[config.mk]
export PLATFORM = sky130hd
export DESIGN_NAME = dbg_rx_mailbox
export DESIGN_NICKNAME = d
export VERILOG_FILES = /design/src/rtl/dbgmb_pkg.sv /design/src/rtl/dbgmb_rx_hold.sv /design/src/rtl/dbgmb_ctl_bits.sv /design/src/rtl/dbgmb_rdmux.sv /design/src/rtl/dbg_rx_mailbox.sv
export SDC_FILE = /design/constraint.sdc
export NUM_CORES = 1
export LEC_CHECK = 0
export BUFFER_PORTS_ARGS = -buffer_cell sky130_fd_sc_hd__buf_4
export CAP_MARGIN = 0
export CELL_PAD_IN_SITES_DETAIL_PLACEMENT = 1
export CELL_PAD_IN_SITES_GLOBAL_PLACEMENT = 2
export CORE_ASPECT_RATIO = 2
export CORE_MARGIN = 4
export CORE_UTILIZATION = 24
export CTS_BUF_LIST = sky130_fd_sc_hd__clkbuf_4
export DETAILED_ROUTE_END_ITERATION = 6
export GPL_TIMING_DRIVEN = 0
export PLACE_DENSITY = 0.85
export SYNTH_ARGS = -nofsm -noshare
export SYNTH_HDL_FRONTEND = slang
export SYNTH_HIERARCHICAL = 1
export SYNTH_SLANG_ARGS = --single-unit
[constraint.sdc]
create_clock -name clk -period 0.9 [get_ports clk]
set_input_delay 0.09 -clock clk [delete_from_list [all_inputs] [get_ports clk]]
set_output_delay 0.09 -clock clk [all_outputs]
set_load 0.005 [all_outputs]
[src/rtl/dbgmb_pkg.sv]
`timescale 1ns/1ps
package dbgmb_pkg;
  localparam int unsigned WORD_W = 32;
  localparam int unsigned FLAG_N = 4;

  typedef struct packed {
    logic rdy;
    logic ovf;
    logic hs;
    logic tx;
  } mb_flags_t;

  // overflow: set by a load on a full mailbox, set beats clear
  function automatic logic ovf_next(logic cur, logic clr, logic load, logic full);
    return (cur & ~clr) | (load & full);
  endfunction

  // ready: load beats drain
  function automatic logic rdy_next(logic cur, logic load, logic drain);
    return load | (cur & ~drain);
  endfunction
endpackage

[src/rtl/dbgmb_rx_hold.sv]
`timescale 1ns/1ps
module dbgmb_rx_hold #(
  parameter int unsigned DATA_W = 32
) (
  input  logic              clk,
  input  logic              rst_n,
  input  logic              host_wr,
  input  logic [DATA_W-1:0] host_data,
  input  logic              host_clr_ovf,
  input  logic              sw_rx_rd,
  output logic [DATA_W-1:0] rx_data,
  output logic              rdy,
  output logic              ovf
);
  import dbgmb_pkg::*;

  logic rx_load, rx_drain, ovf_event;
  assign rx_load   = host_wr;
  assign rx_drain  = sw_rx_rd;
  assign ovf_event = host_wr & rdy;

  always_ff @(posedge clk) begin
    if (!rst_n) begin
      rx_data <= '0;
      rdy     <= 1'b0;
      ovf     <= 1'b0;
    end else begin
      if (rx_load) rx_data <= host_data;
      rdy <= rdy_next(rdy, rx_load, rx_drain);
      ovf <= ovf_next(ovf, host_clr_ovf, rx_load, rdy);
    end
  end

  a_r3_load_sets_ready: assert property (@(posedge clk) disable iff (!rst_n)
    rx_load |=> rdy);
  a_r3_load_data: assert property (@(posedge clk) disable iff (!rst_n)
    rx_load |=> (rx_data == $past(host_data)));
  a_r4_drain_clears: assert property (@(posedge clk) disable iff (!rst_n)
    (rx_drain && !rx_load) |=> (!rdy && $stable(rx_data)));
  a_r5_overwrite_flags: assert property (@(posedge clk) disable iff (!rst_n)
    ovf_event |=> ovf);
  a_r6_ovf_sticky: assert property (@(posedge clk) disable iff (!rst_n)
    (ovf && !host_clr_ovf) |=> ovf);
  a_r6_ovf_only_event: assert property (@(posedge clk) disable iff (!rst_n)
    (!ovf && !ovf_event) |=> !ovf);
endmodule

[src/rtl/dbgmb_ctl_bits.sv]
`timescale 1ns/1ps
module dbgmb_ctl_bits (
  input  logic clk,
  input  logic rst_n,
  input  logic sw_ctl_wr,
  input  logic sw_hs_val,
  input  logic host_tx_we,
  input  logic host_tx_val,
  output logic hs,
  output logic tx
);
  always_ff @(posedge clk) begin
    if (!rst_n) begin
      hs <= 1'b0;
      tx <= 1'b0;
    end else begin
      if (sw_ctl_wr)  hs <= sw_hs_val;
      if (host_tx_we) tx <= host_tx_val;
    end
  end

  a_r8_hs_holds: assert property (@(posedge clk) disable iff (!rst_n)
    !sw_ctl_wr |=> $stable(hs));
  a_r9_tx_holds: assert property (@(posedge clk) disable iff (!rst_n)
    !host_tx_we |=> $stable(tx));
  a_r9_tx_loads: assert property (@(posedge clk) disable iff (!rst_n)
    host_tx_we |=> (tx == $past(host_tx_val)));
endmodule

[src/rtl/dbgmb_rdmux.sv]
`timescale 1ns/1ps
module dbgmb_rdmux #(
  parameter int unsigned DATA_W = 32
) (
  input  logic                  sel_data,
  input  dbgmb_pkg::mb_flags_t  flags,
  input  logic [DATA_W-1:0]     rx_data,
  output logic [DATA_W-1:0]     rdata
);
  import dbgmb_pkg::*;
  localparam int unsigned RSV_W = DATA_W - FLAG_N;

  logic [DATA_W-1:0] status_word;
  assign status_word = {flags, {RSV_W{1'b0}}};
  assign rdata = sel_data ? rx_data : status_word;
endmodule

[src/rtl/dbg_rx_mailbox.sv]
`timescale 1ns/1ps
module dbg_rx_mailbox #(
  parameter int unsigned DATA_W = 32
) (
  input  logic              clk,
  input  logic              rst_n,
  input  logic              host_wr,
  input  logic [DATA_W-1:0] host_data,
  input  logic              host_clr_ovf,
  input  logic              host_tx_we,
  input  logic              host_tx_val,
  input  logic              sw_addr,
  input  logic              sw_rd,
  input  logic              sw_wr,
  input  logic [DATA_W-1:0] sw_wdata,
  output logic [DATA_W-1:0] sw_rdata
);
  import dbgmb_pkg::*;
  localparam int unsigned HS_BIT = DATA_W - 3;
  localparam int unsigned RSV_W  = DATA_W - FLAG_N;

  logic      sw_rx_rd, sw_ctl_wr;
  mb_flags_t flags;
  logic [DATA_W-1:0] rx_data;
  logic      rdy, ovf, hs, tx;

  assign sw_rx_rd  = sw_rd & sw_addr;
  assign sw_ctl_wr = sw_wr & ~sw_addr;
  assign flags     = '{rdy: rdy, ovf: ovf, hs: hs, tx: tx};

  logic unused_wdata;
  assign unused_wdata = ^{sw_wdata[DATA_W-1:HS_BIT+1], sw_wdata[HS_BIT-1:0]};

  dbgmb_rx_hold #(.DATA_W(DATA_W)) u_hold (
    .clk(clk), .rst_n(rst_n), .host_wr(host_wr), .host_data(host_data),
    .host_clr_ovf(host_clr_ovf), .sw_rx_rd(sw_rx_rd),
    .rx_data(rx_data), .rdy(rdy), .ovf(ovf)
  );

  dbgmb_ctl_bits u_ctl (
    .clk(clk), .rst_n(rst_n), .sw_ctl_wr(sw_ctl_wr), .sw_hs_val(sw_wdata[HS_BIT]),
    .host_tx_we(host_tx_we), .host_tx_val(host_tx_val), .hs(hs), .tx(tx)
  );

  dbgmb_rdmux #(.DATA_W(DATA_W)) u_mux (
    .sel_data(sw_addr), .flags(flags), .rx_data(rx_data), .rdata(sw_rdata)
  );

  a_r2_reserved_zero: assert property (@(posedge clk) disable iff (!rst_n)
    !sw_addr |-> (sw_rdata[RSV_W-1:0] == '0));
  a_r7_write_wins: assert property (@(posedge clk) disable iff (!rst_n)
    (host_wr && sw_rx_rd) |=> rdy);
  a_r10_data_wr_ignored: assert property (@(posedge clk) disable iff (!rst_n)
    (sw_wr && sw_addr && !host_wr) |=> $stable(rx_data));
endmodule

Word level (Yosys, flattened, before mapping)
Cells that the tools add are included.
Word-level totals
  bits in registers: 36
  bits of input ports: 73
  logic and storage cells: 16
  output and inout port bits: 32
Operators by class
  multiplexer cells: 1
  bitwise operators: 10
Operator list (count)
  2-to-1 mux 32 bit: 1
  bitwise AND 1 bit: 5
  inverter 1 bit: 3
  bitwise OR 1 bit: 2

Longest topological paths before layout
  depth after elaboration: 4
  mapped depth: 4
  mapped depth without buffers: 3

By module
Netlist, hierarchy kept.
By module, submodules not included
  dbgmb_rx_hold: instances 1, cells each 110, area an instance 1315.0 µm², seq. area each 680.7 µm²
  dbgmb_rdmux: instances 1, cells each 35, area an instance 257.7 µm², seq. area each 0.0 µm²
  dbgmb_ctl_bits: instances 1, cells each 6, area an instance 72.6 µm², seq. area each 40.0 µm²
  dbg_rx_mailbox: instances 1, cells each 2, area an instance 16.3 µm², seq. area each 0.0 µm²

Least setup slack after synthesis
Ideal clock, no wire load.
  path type: input -> register
  from: in host_wr
  to: reg u_hold.rx_data[0]
  data required time: 0.784 ns
  arrival: 0.580 ns
  library setup time: 0.116 ns
  buffers on the path: 2
  stages: 4
  path slack: 0.204 ns
  path through: buf_6 -> buf_12 -> mux2i_1 -> nor2b_1
RTL lines
  start, declared: RTL line dbg_rx_mailbox.sv:7  | input logic host_wr,
  end signal, assigned: RTL line dbgmb_rx_hold.sv:28  | if (rx_load) rx_data <= host_data;
  end, declared: RTL line dbgmb_rx_hold.sv:11  | output logic [DATA_W-1:0] rx_data,

Worst setup path after layout
  from: reg u_hold.ovf
  to: out sw_rdata[30]
Between the ends
  cells in the longest elaborated chain, start to end: 1
RTL lines
  start, declared: RTL line dbgmb_rx_hold.sv:13  | output logic ovf
  start signal, assigned: RTL line dbgmb_rx_hold.sv:30  | ovf <= ovf_next(ovf, host_clr_ovf, rx_load, rdy);
  2-to-1 mux 32 bit: RTL line dbgmb_rdmux.sv:15  | assign rdata = sel_data ? rx_data : status_word;
  end, declared: RTL line dbg_rx_mailbox.sv:16  | output logic [DATA_W-1:0] sw_rdata
Every way passes these cells.

==> results.txt <==
Crit path DAT -> 1.05 ns
Vias/cell -> 4.15
TritonCTS clock tree -> done
Count of state elements after synthesis -> 36
Startpoint Class -> flip-flop
CTS buffer count -> 5
Starting Density -> 0.249
Register area share after synthesis -> 0.434
Final Cycle Share -> 1.27
Diode count -> 0
Critical Path RT -> 0.81 ns
Worst-margin pin slew -> 0.410 ns
Final setup vio count -> 32
Via count -> 1404
Top cells by area, synth -> dfxtp_1, mux2i_1, nor2b_1
Initial antenna violation count -> 0
Clk buf depth -> 2
Yosys top cell area share -> 0.434
Core Region -> 0.00667 sq mm
Synth-to-Final Area Change -> 65.9%
Final hold violation count -> 0
Iteration-0 DRC Markers -> 21
Leak -> 1.29 nW
GR Util All Layers -> 0.123
PD cells -> 1200 mW/mm^2
Max_cap viols -> 0
DP Wirelength -> 3510 um
Final nets -> 323
Syn. warnings -> 6
Hold Path Class -> input port to flip-flop
Hold slack final -> 0.00845 ns
Routed Antenna Nets -> 0
Fmax -> 876 MHz
Total routed wirelength -> 4920 um
I/O pin cnt -> 105
Layout cells sized above 1 -> 0.628
Status -> complete, but fails checks
Mapped Cells -> 153
Rows -> 42
DR pass1 iterations -> 2
Synth Cell Area -> 0.00166 sq mm
Netlist cell types -> 16
Largest net degree at the start of global routing -> 11
Final Critical Period -> 1.14 ns
RSZ-0062 raised after global routing -> true
# clock sinks -> 36
Layout fillers -> 776
Die area -> 0.00840 sq mm
Crit Path Category -> flip-flop to output pin
CP endpoint kind -> output pin
Die height -> 126 um
Post-synth top area cell -> dfxtp_1
First-pass GRT wire length -> 7810 um
Die W -> 66.8 um
Clock skew -> 0.00169 ns
Routability cong. -> 0.707
Syn nets -> 226
Placed Area -> 0.00231 sq mm
Average size of a mapped cell -> 10.9 sq um
Failing checks -> setup timing
Setup ws final -> -0.242 ns
Setup TNS Final -> -4.04 ns
Clock root buffer master -> clkbuf_4
Final std cell area, no fill -> 0.00276 sq mm
Wire per inst -> 14.6 um
Vias in the first global route -> 1568
Port Buffer Count -> 72
Total congestion overflow -> 0
Max Slew Vio Count -> 0
VDD IR max -> 0.695 mV
Slew Limit Headroom -> 0.727
CTS clk-pin slew, worst paths -> 0.11 ns
Residual DRC -> 0
Crit-path max FO -> 2
Clk Latency, worst-skew pair -> 0.33 ns
Layout Utilization -> 0.413
H-Tree Depth -> 2
## registers in the layout, summed over array words and instances, names as in the netlist
register / flops
u_ctl/hs: 1
u_hold/rx_data: 32
u_ctl/tx: 1
u_hold/rdy: 1
u_hold/ovf: 1
## through the flow
| step | setup slack (ns) | cells | power, W |
|---|---|---|---|
| 2_1_floorplan | 0.204 | 153 | 0.00207 |
| 3_3_place_gp | -0.0175 | 313 | 0.00236 |
| 3_5_place_dp | -0.0329 | 313 | 0.00238 |
| 4_1_cts | -0.274 | 332 | 0.00333 |
| 5_1_grt | -0.298 | 338 | 0.00355 |
| 6_report | -0.242 | 338 | 0.00331 |
## metal layers
layer,vias up,routed length [um],track usage
met1,675,1630,0.121
met4,0,92,0.0503
met2,38,2980,0.238
met3,6,216,0.0214
li1,685,-,-
met5,-,0,0
## report_power, final
| group | switching [W] | total (W) | internal [W] |
|---|---|---|---|
| sequential | 0.0000475 | 0.00175 | 0.00170 |
| combinational | 0.000252 | 0.000755 | 0.000503 |
| clock | 0.000533 | 0.000806 | 0.000273 |
| total | 0.000833 | 0.00331 | 0.00248 |
## layout by cell type, fill, tap and decap left out
| cell type | count |
|---|---|
| dfxtp_2 | 34 |
| dfxtp_1 | 2 |
| buf_6 | 34 |
| clkbuf_4 | 5 |
| clkbuf_2 | 2 |
| a21boi_0 | 1 |
| clkbuf_1 | 3 |
| buf_12 | 3 |
| buf_4 | 45 |
| nor2b_1 | 35 |
| clkinv_1 | 2 |
| nand2_1 | 1 |
| and2_4 | 28 |
| dlygate4sd3_1 | 13 |
| mux2i_1 | 34 |
| and2b_2 | 1 |
| nand2b_1 | 1 |
| mux2_4 | 4 |
| o21a_1 | 1 |
| and2_2 | 1 |
## cell usage after synthesis (all sizes together)
master  number
buf          5
clkbuf       5
a21boi       1
nand2b       1
dfxtp       36
o21a         1
and2        29
mux2i       34
and2b        1
nand2        1
mux2         4
nor2b       35
## final timing paths
| kind | cells past startpoint | end | from | slack [ns] |
|---|---|---|---|---|
| worst max-delay path | 2 | sw_rdata[30] | u_hold/ovf | -0.24 |
| worst min-delay path | 3 | u_ctl/hs | sw_wdata[29] | 0.008 |
| worst max register to register | 3 | u_hold/rdy | u_hold/rdy | 0.06 |
| worst min register to register | 2 | u_hold/rx_data[30] | u_hold/rx_data[30] | 0.51 |
## logic make-up (layout without fill, tap and decap cells)
kind of cell | after synthesis | count (layout) | share of synthesized area
AOI/OAI and AO/OA | 2 | 2 | 0.00904
buffers and inverters | 10 | 107 | 0.0625
DFF | 36 | 36 | 0.434
muxes | 38 | 38 | 0.236
and+or+nand+nor | 67 | 67 | 0.258
## repair_timing
action                     4_1_cts  5_1_grt
hold buffers                    10        3
hold endpoints to repair        10        3
setup buffers                    2        3
setup endpoints to repair       32       32
resized for setup               65       31
## area by class of cell
cell class,count,area (sq um),area share
clock buffers,5,37.5,0.0136
plain buffers,10,104,0.0377
clock inverters,2,7.51,0.00272
repair buffers,90,828,0.300
multi-input cells,107,906,0.329
flip-flops and latches,36,763,0.277
well taps,88,110,0.0399
## critical path, stage by stage, from the launching register on
cell     delay (ns)
dfxtp_2        0.33
mux2_4         0.27
buf_6          0.12
Power figures use the tool's default switching activity.
